### src/rtl/ocp_sup_pkg.sv
package ocp_sup_pkg;

    typedef enum logic [1:0] {
        CH_ARMED   = 2'd0,
        CH_FILTER  = 2'd1,
        CH_TRIPPED = 2'd2
    } chan_state_t;

    typedef enum logic [1:0] {
        SYS_RUN      = 2'd0,
        SYS_HOT      = 2'd1,
        SYS_BROWNOUT = 2'd2,
        SYS_HELD     = 2'd3
    } sys_mode_t;

endpackage

### src/rtl/ocp_chan_fsm.sv
module ocp_chan_fsm
    import ocp_sup_pkg::*;
#(
    parameter int DEG_CYC   = 875,
    parameter int RETRY_CYC = 300000,
    localparam int MAX_CYC  = (DEG_CYC > RETRY_CYC) ? DEG_CYC : RETRY_CYC,
    localparam int CNT_W    = $clog2(MAX_CYC + 1)
) (
    input  logic clk,
    input  logic rst_n,
    input  logic clr_i,
    input  logic ilim_i,
    output logic tripped_o
);

    localparam logic [CNT_W-1:0] DEG_LAST   = CNT_W'(DEG_CYC - 1);
    localparam logic [CNT_W-1:0] RETRY_LAST = CNT_W'(RETRY_CYC - 1);

    chan_state_t      state_q, state_d;
    logic [CNT_W-1:0] cnt_q, cnt_d;

    always_comb begin
        state_d = state_q;
        cnt_d   = cnt_q;
        if (clr_i) begin
            state_d = CH_ARMED;
            cnt_d   = '0;
        end else begin
            unique case (state_q)
                CH_ARMED: begin
                    if (ilim_i) begin
                        state_d = CH_FILTER;
                        cnt_d   = CNT_W'(1);
                    end
                end
                CH_FILTER: begin
                    if (!ilim_i) begin
                        state_d = CH_ARMED;
                        cnt_d   = '0;
                    end else if (cnt_q == DEG_LAST) begin
                        state_d = CH_TRIPPED;
                        cnt_d   = '0;
                    end else begin
                        cnt_d = cnt_q + 1'b1;
                    end
                end
                CH_TRIPPED: begin
                    if (cnt_q == RETRY_LAST) begin
                        state_d = CH_ARMED;
                        cnt_d   = '0;
                    end else begin
                        cnt_d = cnt_q + 1'b1;
                    end
                end
                default: begin
                    state_d = CH_ARMED;
                    cnt_d   = '0;
                end
            endcase
        end
    end

    always_ff @(posedge clk or negedge rst_n) begin
        if (!rst_n) begin
            state_q <= CH_ARMED;
            cnt_q   <= '0;
        end else begin
            state_q <= state_d;
            cnt_q   <= cnt_d;
        end
    end

    always_comb begin
        tripped_o = (state_q == CH_TRIPPED);
    end

    // Independent observers for the assertions below.
    logic [CNT_W-1:0] high_run_q;
    logic [CNT_W-1:0] off_run_q;

    always_ff @(posedge clk or negedge rst_n) begin
        if (!rst_n) begin
            high_run_q <= '0;
            off_run_q  <= '0;
        end else begin
            if (!ilim_i || clr_i)
                high_run_q <= '0;
            else if (high_run_q != CNT_W'(MAX_CYC))
                high_run_q <= high_run_q + 1'b1;
            if (tripped_o && !clr_i)
                off_run_q <= off_run_q + 1'b1;
            else
                off_run_q <= '0;
        end
    end

    AST_TRIP_NEEDS_RUN: assert property (@(posedge clk) disable iff (!rst_n)
        $rose(tripped_o) |-> (high_run_q >= CNT_W'(DEG_CYC))) else $error("trip without full run");

    AST_SHORT_RUN_REARMS: assert property (@(posedge clk) disable iff (!rst_n)
        (state_q == CH_FILTER && !ilim_i) |=> !tripped_o) else $error("short run tripped");

    AST_RETRY_BOUND: assert property (@(posedge clk) disable iff (!rst_n)
        tripped_o |-> (off_run_q < CNT_W'(RETRY_CYC))) else $error("retry overran");

    AST_CLEAR_RELEASES: assert property (@(posedge clk) disable iff (!rst_n)
        clr_i |=> !tripped_o) else $error("clear left latch");

endmodule

### src/rtl/sup_mode_fsm.sv
module sup_mode_fsm
    import ocp_sup_pkg::*;
(
    input  logic      clk,
    input  logic      rst_n,
    input  logic      logic_rst_i,
    input  logic      therm_i,
    input  logic      uv_i,
    output sys_mode_t mode_o,
    output logic      run_o,
    output logic      hot_o
);

    sys_mode_t mode_q, mode_d;

    always_comb begin
        mode_d = mode_q;
        unique case (mode_q)
            SYS_RUN, SYS_HOT, SYS_BROWNOUT, SYS_HELD: begin
                if (uv_i)
                    mode_d = SYS_BROWNOUT;
                else if (therm_i)
                    mode_d = SYS_HOT;
                else if (logic_rst_i)
                    mode_d = SYS_HELD;
                else
                    mode_d = SYS_RUN;
            end
            default: mode_d = SYS_BROWNOUT;
        endcase
    end

    always_ff @(posedge clk or negedge rst_n) begin
        if (!rst_n)
            mode_q <= SYS_RUN;
        else
            mode_q <= mode_d;
    end

    always_comb begin
        mode_o = mode_q;
        run_o  = (mode_q == SYS_RUN);
        hot_o  = (mode_q == SYS_HOT);
    end

    AST_UV_WINS: assert property (@(posedge clk) disable iff (!rst_n)
        uv_i |=> (mode_o == SYS_BROWNOUT)) else $error("undervoltage not dominant");

    AST_HOT_ENTERED: assert property (@(posedge clk) disable iff (!rst_n)
        (therm_i && !uv_i) |=> hot_o) else $error("thermal mode missed");

endmodule

### src/rtl/ocp_retry_supervisor.sv
module ocp_retry_supervisor
    import ocp_sup_pkg::*;
#(
    parameter int NUM_CH      = 4,
    parameter int CLK_KHZ     = 250000,
    parameter int DEGLITCH_NS = 3500,
    parameter int RETRY_US    = 1200,
    localparam int DEG_CYC    = (CLK_KHZ * DEGLITCH_NS) / 1000000,
    localparam int RETRY_CYC  = (CLK_KHZ * RETRY_US) / 1000
) (
    input  logic              clk,
    input  logic              rst_n,
    input  logic              logic_rst,
    input  logic [NUM_CH-1:0] ilim_flag,
    input  logic              therm_flag,
    input  logic              uv_flag,
    output logic [NUM_CH-1:0] ch_enable,
    output logic              fault_n,
    output logic              step_block
);

    logic [NUM_CH-1:0] tripped;
    logic              chan_clr;
    sys_mode_t         mode;
    logic              mode_run;
    logic              mode_hot;

    assign chan_clr = logic_rst | uv_flag;

    sup_mode_fsm u_mode (
        .clk         (clk),
        .rst_n       (rst_n),
        .logic_rst_i (logic_rst),
        .therm_i     (therm_flag),
        .uv_i        (uv_flag),
        .mode_o      (mode),
        .run_o       (mode_run),
        .hot_o       (mode_hot)
    );

    for (genvar g = 0; g < NUM_CH; g++) begin : g_chan
        ocp_chan_fsm #(
            .DEG_CYC   (DEG_CYC),
            .RETRY_CYC (RETRY_CYC)
        ) u_chan (
            .clk       (clk),
            .rst_n     (rst_n),
            .clr_i     (chan_clr),
            .ilim_i    (ilim_flag[g]),
            .tripped_o (tripped[g])
        );
    end

    always_comb begin
        ch_enable  = ~tripped & {NUM_CH{mode_run}};
        fault_n    = ~((|tripped) | mode_hot);
        step_block = (|tripped) | (mode != SYS_RUN);
    end

    AST_TRIP_FLAGS_FAULT: assert property (@(posedge clk) disable iff (!rst_n)
        (|tripped) |-> (!fault_n && step_block)) else $error("trip not reported");

    AST_HOT_DISABLES: assert property (@(posedge clk) disable iff (!rst_n)
        therm_flag |=> (ch_enable == '0 && step_block)) else $error("thermal left drive on");

    AST_UV_CLEARS: assert property (@(posedge clk) disable iff (!rst_n)
        uv_flag |=> (ch_enable == '0 && tripped == '0)) else $error("undervoltage left state");

    AST_RST_BLOCKS: assert property (@(posedge clk) disable iff (!rst_n)
        logic_rst |=> (ch_enable == '0 && step_block)) else $error("reset left drive on");

endmodule

### config.mk
export PLATFORM = sky130hd
export DESIGN_NAME = ocp_retry_supervisor
export DESIGN_NICKNAME = d
export VERILOG_FILES = /design/src/rtl/ocp_sup_pkg.sv /design/src/rtl/ocp_chan_fsm.sv /design/src/rtl/sup_mode_fsm.sv /design/src/rtl/ocp_retry_supervisor.sv
export SDC_FILE = /design/constraint.sdc
export NUM_CORES = 1
export LEC_CHECK = 0
export CORE_ASPECT_RATIO = 0.5
export CORE_MARGIN = 2
export CORE_UTILIZATION = 42
export DETAILED_ROUTE_END_ITERATION = 6
export PLACE_DENSITY_LB_ADDON = 0.25
export SYNTH_ARGS = -nofsm -noshare
export SYNTH_HDL_FRONTEND = slang
export SYNTH_SLANG_ARGS = --single-unit
### constraint.sdc
create_clock -name clk -period 6.45 [get_ports clk]
set_input_delay 1.29 -clock clk [delete_from_list [all_inputs] [get_ports clk]]
set_output_delay 1.29 -clock clk [all_outputs]
set_load 0.02 [all_outputs]
======== Word-level counts from Yosys, hierarchy flattened ========
Cells that the tools add are included.
operators by class
  bitwise gates (word level) .............. 6
  mux-type cells .......................... 52
  eq/ne operators ......................... 31
  reduce and logical (&&, ||, !) cells .... 12
  add/sub/neg operators ................... 4
operators with widths
  operator                 number
  $mux W19                 20
  $pmux W19 S3             4
  $add A19 B1 Y19 const B  4
  $eq A19 B10 Y1 const B   4
  $eq A19 B19 Y1 const B   4
  $mux W2                  24
  $ne A3 B3 Y1 const B     8
  $pmux W2 S3              4
  $ne A4 B3 Y1 const B     4
  $eq A2 B2 Y1 const B     6
  $reduce_and A3 Y1        4
  $eq A2 B1 Y1 const B     5
  $logic_not A2 Y1         5
  $reduce_or A4 Y1         2
  $and A4 B4 Y4            1
  $not A4 Y4               1
  $or A1 B1 Y1             3
  $reduce_bool A2 Y1       1
  $not A1 Y1               1
storage, ports and cells
  register bits after elaboration ......... 86
  output and inout port bits .............. 6
  logic and storage cells ................. 114
  bits of input ports ..................... 9

======== Logic depth before layout (Yosys ltp) ========
Gate-level depths: netlist (run 1).
  depth in word-level cells ............... 5
  gate-level depth with buffers ........... 10

======== Hierarchy ========
Synthesis (run 1) repeated with hierarchy kept, for this count alone.
second synthesis, totals
  cell total of the unflattened synthesis .. 610
  area, all modules ....................... 5,340.1 um2
modules (own cells, without submodules)
  module                               area an instance (um2)  seq. area each (um2)  times used  cells each
  ocp_chan_fsm (g_chan[1].u_chan ...)  1,296.2                 525.5                 2           143
  ocp_chan_fsm (g_chan[0].u_chan)      1,311.3                 525.5                 1           155
  ocp_chan_fsm (g_chan[3].u_chan)      1,306.3                 525.5                 1           153
  sup_mode_fsm                         78.8                    50.0                  1           8
  ocp_retry_supervisor                 51.3                    0.0                   1           8

======== Worst setup path before layout (run 1) ========
OpenSTA, ideal clock, no wires.
  kind .................................... in2reg
  from .................................... input logic_rst
  to ...................................... register g_chan[0].u_chan.cnt_q[17]
  data arrival time ....................... 2.972 ns
  path buffers ............................ 2
  data required time ...................... 6.314 ns
  slack ................................... 3.342 ns
  library setup time ...................... 0.136 ns
  stages on the path ...................... 8
  cells stage by stage .................... or2_2 > clkbuf_1 > clkbuf_1 > nor4_1 > nor2_1 > nand3_1 > xor2_1 > a21oi_1
between the ends
  longest elaborated chain between the ends .. 2
  elaborated cells on any way between the ends .. 3
RTL lines
  item                                                              RTL line                    RTL
  from (decl)                                                       ocp_retry_supervisor.sv:13  input logic logic_rst,
  $or A1 B1 Y1 (*)                                                  ocp_retry_supervisor.sv:28  assign chan_clr = logic_rst | uv_flag;
  $ne A3 B3 Y1 (no source line) / $mux W19 (equally long branches)  --
  to (signal assigned)                                              ocp_chan_fsm.sv:69          cnt_q <= cnt_d;
  to (decl)                                                         ocp_chan_fsm.sv:20          logic [CNT_W-1:0] cnt_q, cnt_d;
Mark *: on every way between the ends. The rest lies on a longest branch, timed or not.
A chain may end at the register's enable or synchronous reset.

======== Worst setup path in the final report (run 1) ========
  from .................................... input logic_rst
  to ...................................... register g_chan[1].u_chan.cnt_q[10]
between the ends
  longest elaborated chain between the ends .. 2
  elaborated cells on any way between the ends .. 3
RTL lines
  item                                                              RTL line
  $or A1 B1 Y1 (*)                                                  ocp_retry_supervisor.sv:28
  $ne A3 B3 Y1 (no source line) / $mux W19 (equally long branches)  --
  to (signal assigned)                                              ocp_chan_fsm.sv:69
  to (decl)                                                         ocp_chan_fsm.sv:20
Marked as above.

==> run_results.csv, run 1 <==
group,metric,value,unit
status,status,"finished clean",
synth,synthTopCellsByCount,"dfrtp_1 (86), nand2_1 (61), nand3_1 (42)",
floorplan,coreArea,0.01118,mm^2
placement,portBuffers,14,
synth,ys.flop_type,"dfrtp_1",
cts,clkLatencyLatePin,0.33,ns
timing,fmax,0.2737,GHz
power_and_ir_drop,p_leak,2.315,nW
floorplan,io_pins,15,
final_layout,regArea,0.002152,mm^2
synth,yosysTopAreaCellShare,0.4379,
global_route,grt_usage,0.1902,
final_layout,n_fill_cell,1059,
timing,fin_skew,0.006523,ns
cts,numCtsBuffers,9,
cts,clockRootBuffer,"clkbuf_16",
cts,cts-resized-gates,0,
timing,final_max_slew_viol_count,0,
flow_run,cap_violations,0,
timing,final.setup.tns,0,ns
drt,vias,4307,
drt,final_antenna_net_count,0,
cts,ctsHoldBuffers,0,
worst_setup_path,required,6.70,ns
synth,synth.distinct_cells,53,
cts,clockBufferDepth,2,
floorplan,dieArea,0.01264,mm^2
power_and_ir_drop,totalPowerFinal,1.139,mW
final_layout,diodes,0,
synth,yosysSeqAreaShare,0.4379,
drt,drtIter0Drc,364,
global_route,grt_first_pass_wirelength,19400,um
final_layout,multi_input_area,0.002572,mm^2
drt,drtPass1Iterations,5,
timing,min_period,3.653,ns
synth,avgSynthCellArea,8.668,um^2
synth,synth_seq_cells,86,
timing,rsz0062_at_grt,"false",
placement,place_area,0.005192,mm^2
final_layout,instances_no_fill,738,
drt,wl_per_cell,15.05,um
drt,wl,11110,um
synth,syn-num-nets,584,
placement,placedCellCount,722,
final_layout,nets,591,
synth,synth_most_common_cell,"dfrtp_1",
timing,hold_viol,0,
placement,dp_slack,2.434,ns
synth,synth_edf_count,0,
worst_setup_path,criticalPathCategory,"input port to register",
worst_setup_path,critPathMaxFanout,34,
final_layout,final_layout_size_suffix_gt1_frac,0.05181,
cts,clk_pin_slew,0.06,ns
placement,hpwl,7314,um
worst_setup_path,crit_arrival,3.91,ns
cts,cts_setup_buffers,0,
placement,gp_congestion,0.7847,
global_route,grt_antenna_before_repair,0,
timing,hold_ws,0.5038,ns
power_and_ir_drop,ir_drop,0.1207,mV
floorplan,start_util,0.4395,
final_layout,fin_area,0.005495,mm^2
worst_setup_path,crit_path_start_kind,"input port",
synth,synth_area,0.004915,mm^2
cts,cts_htree_levels,3,
worst_setup_path,crit_path_end_kind,"register",
cts,clock-sinks,86,
synth,async_flop_share,1.000,
cts,cts_tree,"built",
synth,yosys.area.top_type,"dfrtp_1",
global_route,grt_pass1_vias,3968,
drt,drc,0,
power_and_ir_drop,power_per_cell_area,207.2,mW/mm^2
timing,period_share,0.5664,
global_route,grt_start_max_net_pins,54,
final_layout,fin_util,0.4914,
global_route,globalRouteOverflowTotal,0,
synth,yosysWarnings,0,
timing,tightest_slew,1.238,ns
drt,vias_per_cell,5.836,
synth,synth_area_leaders,"dfrtp_1 (44%), nand2_1 (4.7%), nand3_1 (4.3%), a31oi_1 (4.1%), o21ai_0 (3.7%)",
floorplan,rows,27,
synth,syn_inst,567,
timing,finalSetupViolations,0,
floorplan,die_h,80.49,um
floorplan,die_w,157.0,um
timing,slew_headroom,0.1747,
min_path,min_path_type,"register to register",
final_layout,syn2layout_area_growth,11.81,%
timing,layout_setup_ws,2.797,ns
-- cell usage in the layout (no fill, tap or decap), types with 2 or more instances in the layout --
cell type and count:
o22ai_1 4, or3_1 4, nor4b_1 6, clkbuf_1 2, a22o_1 16, nand3_1 42
a31oi_1 32, clkbuf_16 9, and2_1 5, nor2b_1 11, nand2b_1 8, clkbuf_8 2
a41oi_1 8, nor4bb_1 2, a21oi_1 35, or4_1 6, and3_1 10, xnor2_1 3
nand4_1 15, nor2_1 40, o21ai_0 36, inv_1 23, a21o_1 13, nor3_1 22
clkdlybuf4s50_1 13, xor2_1 6, o211ai_1 2, nor4_1 6, o21ai_2 2, ha_1 8
and4b_1 3, dfrtp_1 86, nand2_1 61, or2_2 2, buf_4 7, and4_1 8
-- worst max-delay path, stage by stage --
cell and delay, ns:
clkdlybuf4s50_1 0.45, or2_2 0.45, nor2_1 0.17, nand3_1 0.12
o21ai_2 0.98, o21ai_0 0.22, a31oi_1 0.22
-- routing by layer --
layer	track usage	wire, um
met1	0.2656	5651
met2	0.3057	4960
met3	0.03778	410
met4	0.04404	82
met5	0	0
-- kinds of logic (layout without fill, tap and decap cells) --
logic type | count (synthesis) | after routing | synth area share
muxes | 1 | 1 | 0.002037
buffers and inverters | 47 | 59 | 0.03946
AOI/OAI and AO/OA | 157 | 157 | 0.2052
xor gates and xnor gates | 9 | 9 | 0.01604
DFF | 86 | 86 | 0.4379
and+or+nand+nor | 259 | 259 | 0.2790
adders and majority gates | 8 | 8 | 0.02037
-- layout make-up --
| class | count | area share |
|---|---|---|
| Sequential cell | 86 | 0.3916 |
| Tap cell | 159 | 0.03620 |
| Clock inverter | 3 | 0.007741 |
| Timing Repair Buffer | 20 | 0.03324 |
| Inverter | 23 | 0.01571 |
| Clock buffer | 13 | 0.04736 |
| Multi-Input combinational cell | 434 | 0.4681 |
-- final timing paths --
kind | start | endpoint | slack, ns | cells after the start
worst max-delay path | logic_rst | g_chan[1].u_chan.cnt_q[10] | 2.80 | 7
max in group asynchronous | rst_n | g_chan[0].u_chan.cnt_q[5] | 4.50 | 2
worst min register to register | g_chan[1].u_chan.cnt_q[13] | g_chan[1].u_chan.cnt_q[13] | 0.50 | 1
worst min-delay path | g_chan[1].u_chan.cnt_q[13] | g_chan[1].u_chan.cnt_q[13] | 0.50 | 1
min in group asynchronous | rst_n | g_chan[2].u_chan.cnt_q[9] | 0.90 | 1
worst max register to register | g_chan[2].u_chan.cnt_q[13] | g_chan[2].u_chan.cnt_q[6] | 3.71 | 6
-- flip-flops by register name, indices dropped and copies added, names as in the netlist --
name / cells
g_chan.u_chan.cnt_q: 76
u_mode.mode_o: 2
g_chan.u_chan.state_q: 8
-- power by group --
part	switching, mW	internal (mW)	total (mW)
clock	0.209	0.321	0.530
sequential	0.00573	0.544	0.549
combinational	0.0389	0.0209	0.0597
total	0.253	0.886	1.14
(Power assumes the default switching activity.)
==> run 2: changes to the inputs <==
==> constraint.sdc (replaced) <==
create_clock -name clk -period 3.69 [get_ports clk]
set_input_delay 0.738 -clock clk [delete_from_list [all_inputs] [get_ports clk]]
set_output_delay 0.738 -clock clk [all_outputs]
set_load 0.02 [all_outputs]
==> run 2 against run 1 <==
Net effect:
- worst hold slack worse by 0.10 ns
- non-clock buffer count is 2 higher
- clock skew up 0.0036 ns
- sequential power up 75%
- combinational power rose by 78%
- die area is the same
- final cell count up 0.27%
- via count rose by 0.33%
- worst setup slack got worse by 2.2 ns
- wire length barely moved
- register-to-register slack lost 2.8 ns
- critical endpoint is now step_block
- largest power group unchanged
==> run_results.csv, run 2 (synthesis results as in run 1) <==
group,metric,value,unit
status,status,"finished clean",
timing,tightest_slew,0.8429,ns
worst_setup_path,crit_arrival,2.35,ns
cts,clockBufferDepth,2,
worst_setup_path,r2r_cells,6,
timing,fmax,0.3234,GHz
placement,gp_congestion,0.7979,
floorplan,io_pins,15,
timing,hold_viol,0,
global_route,grt_pass1_vias,3822,
final_layout,layout_commonest_cell,"dfrtp_1",
cts,clkLatencyLatePin,0.34,ns
floorplan,rows,27,
global_route,grt_usage,0.1867,
final_layout,largest_register_ff_count,76,
floorplan,dieArea,0.01264,mm^2
timing,finalSetupViolations,0,
timing,final.setup.tns,0,ns
timing,rsz0062_at_grt,"false",
cts,cts_htree_levels,3,
worst_setup_path,critPathSlowestCell,"clkdlybuf4s50_1",
cts,ctsHoldBuffers,0,
global_route,grt_first_pass_wirelength,19000,um
min_path,min_path_type,"input port to async pin",
placement,portBuffers,14,
global_route,grt_antenna_before_repair,0,
drt,final_antenna_net_count,0,
placement,hpwl,7467,um
power_and_ir_drop,power_per_cell_area,354.0,mW/mm^2
worst_setup_path,max_stage_delay,0.55,ns
worst_setup_path,criticalPathCategory,"register to output pin",
worst_setup_path,crit_path_start_kind,"register",
cts,cts-resized-gates,0,
drt,wl,11100,um
drt,drtPass1Iterations,5,
timing,period_share,0.8380,
timing,fin_skew,0.01013,ns
final_layout,nets,593,
timing,slew_headroom,0.4367,
final_layout,diodes,0,
final_layout,final_layout_size_suffix_gt1_frac,0.05680,
floorplan,coreArea,0.01118,mm^2
power_and_ir_drop,totalPowerFinal,1.945,mW
cts,clk_pin_slew,0.06,ns
worst_setup_path,crit_path_end_kind,"output pin",
timing,min_period,3.092,ns
global_route,globalRouteOverflowTotal,0,
drt,vias,4321,
final_layout,top_register,"g_chan.u_chan.cnt_q",
floorplan,die_h,80.49,um
cts,numCtsBuffers,9,
drt,wl_per_cell,14.99,um
final_layout,fin_util,0.4914,
cts,clockRootBuffer,"clkbuf_16",
final_layout,syn2layout_area_growth,11.81,%
floorplan,die_w,157.0,um
drt,vias_per_cell,5.839,
cts,cts_setup_buffers,0,
final_layout,layout_common_cells,"dfrtp_1 (86), nand2_1 (61), nand3_1 (42), nor2_1 (40), o21ai_0 (36)",
global_route,grt_start_max_net_pins,44,
worst_setup_path,critPathMaxFanout,5,
drt,drc,0,
worst_setup_path,r2r_setup_slack,0.92,ns
power_and_ir_drop,ir_drop,0.1900,mV
drt,drtIter0Drc,278,
timing,final_max_slew_viol_count,0,
worst_setup_path,path_cells,"nor2b_1 > or4_1 > or3_1 > clkdlybuf4s50_1",
worst_setup_path,required,2.95,ns
cts,cts_tree,"built",
floorplan,start_util,0.4395,
flow_run,cap_violations,0,
power_and_ir_drop,p_leak,2.321,nW
cts,clock-sinks,86,
## run 2: area by class of cell
| cell class | instances | area [um^2] |
|---|---|---|
| clock inverter | 3 | 17.52 |
| inverter | 23 | 86.33 |
| fill | 1035 | 5687 |
| clock buffer | 13 | 270.3 |
| timing repair buffer | 22 | 197.7 |
| sequential | 86 | 2152 |
| tap | 159 | 198.9 |
| multi-input combinational | 434 | 2572 |
## run 2: worst paths after layout
path,from,to
worst max register to register,g_chan[2].u_chan.cnt_q[13],g_chan[2].u_chan.cnt_q[14]
min in group clk,g_chan[1].u_chan.cnt_q[10],g_chan[1].u_chan.cnt_q[10]
worst max-delay path,g_chan[2].u_chan.state_q[1],step_block
worst min-delay path,rst_n,g_chan[2].u_chan.cnt_q[12]
worst min register to register,g_chan[1].u_chan.cnt_q[10],g_chan[1].u_chan.cnt_q[10]
max in group asynchronous,rst_n,g_chan[0].u_chan.cnt_q[4]
## run 2: critical path: cells and delay by family (launching register included)
family / cells / cell delay (ns)
buffers and inverters: 1 / 0.55
AND/OR/NAND/NOR: 3 / 1.05
flip-flops: 1 / 0.42
## run 2: report_power, final
part / internal [mW] / leakage, nW / switching (mW) / total, mW
Sequential: 0.950 / 1.19 / 0.00983 / 0.960
Combinational: 0.0373 / 0.987 / 0.0691 / 0.106
Clock: 0.510 / 0.142 / 0.369 / 0.879
Total: 1.50 / 2.32 / 0.448 / 1.95
## run 2: stage by stage
| step | hold WS (ns) | cell area (um^2) | std cells | setup WS [ns] |
|---|---|---|---|---|
| 2_1_floorplan | 0.4424 | 4915 | 567 | 1.134 |
| 3_3_place_gp | 0.4853 | 5207 | 724 | 0.6674 |
| 3_5_place_dp | 0.4944 | 5207 | 724 | 0.5485 |
| 4_1_cts | 0.4152 | 5495 | 740 | 0.5782 |
| 5_1_grt | 0.4372 | 5495 | 740 | 0.5202 |
| 6_report | 0.3994 | 5495 | 740 | 0.5978 |
## run 2: per-layer routing
metal  wire (um)  vias up  GRT usage  share of wire
met5           0        -          0              0
met4          72        0    0.04312         0.0065
met3         434        9    0.04263          0.039
met2        4995      101     0.2842           0.45
met1        5593     2078     0.2695           0.50
li1            -     2133          -              -
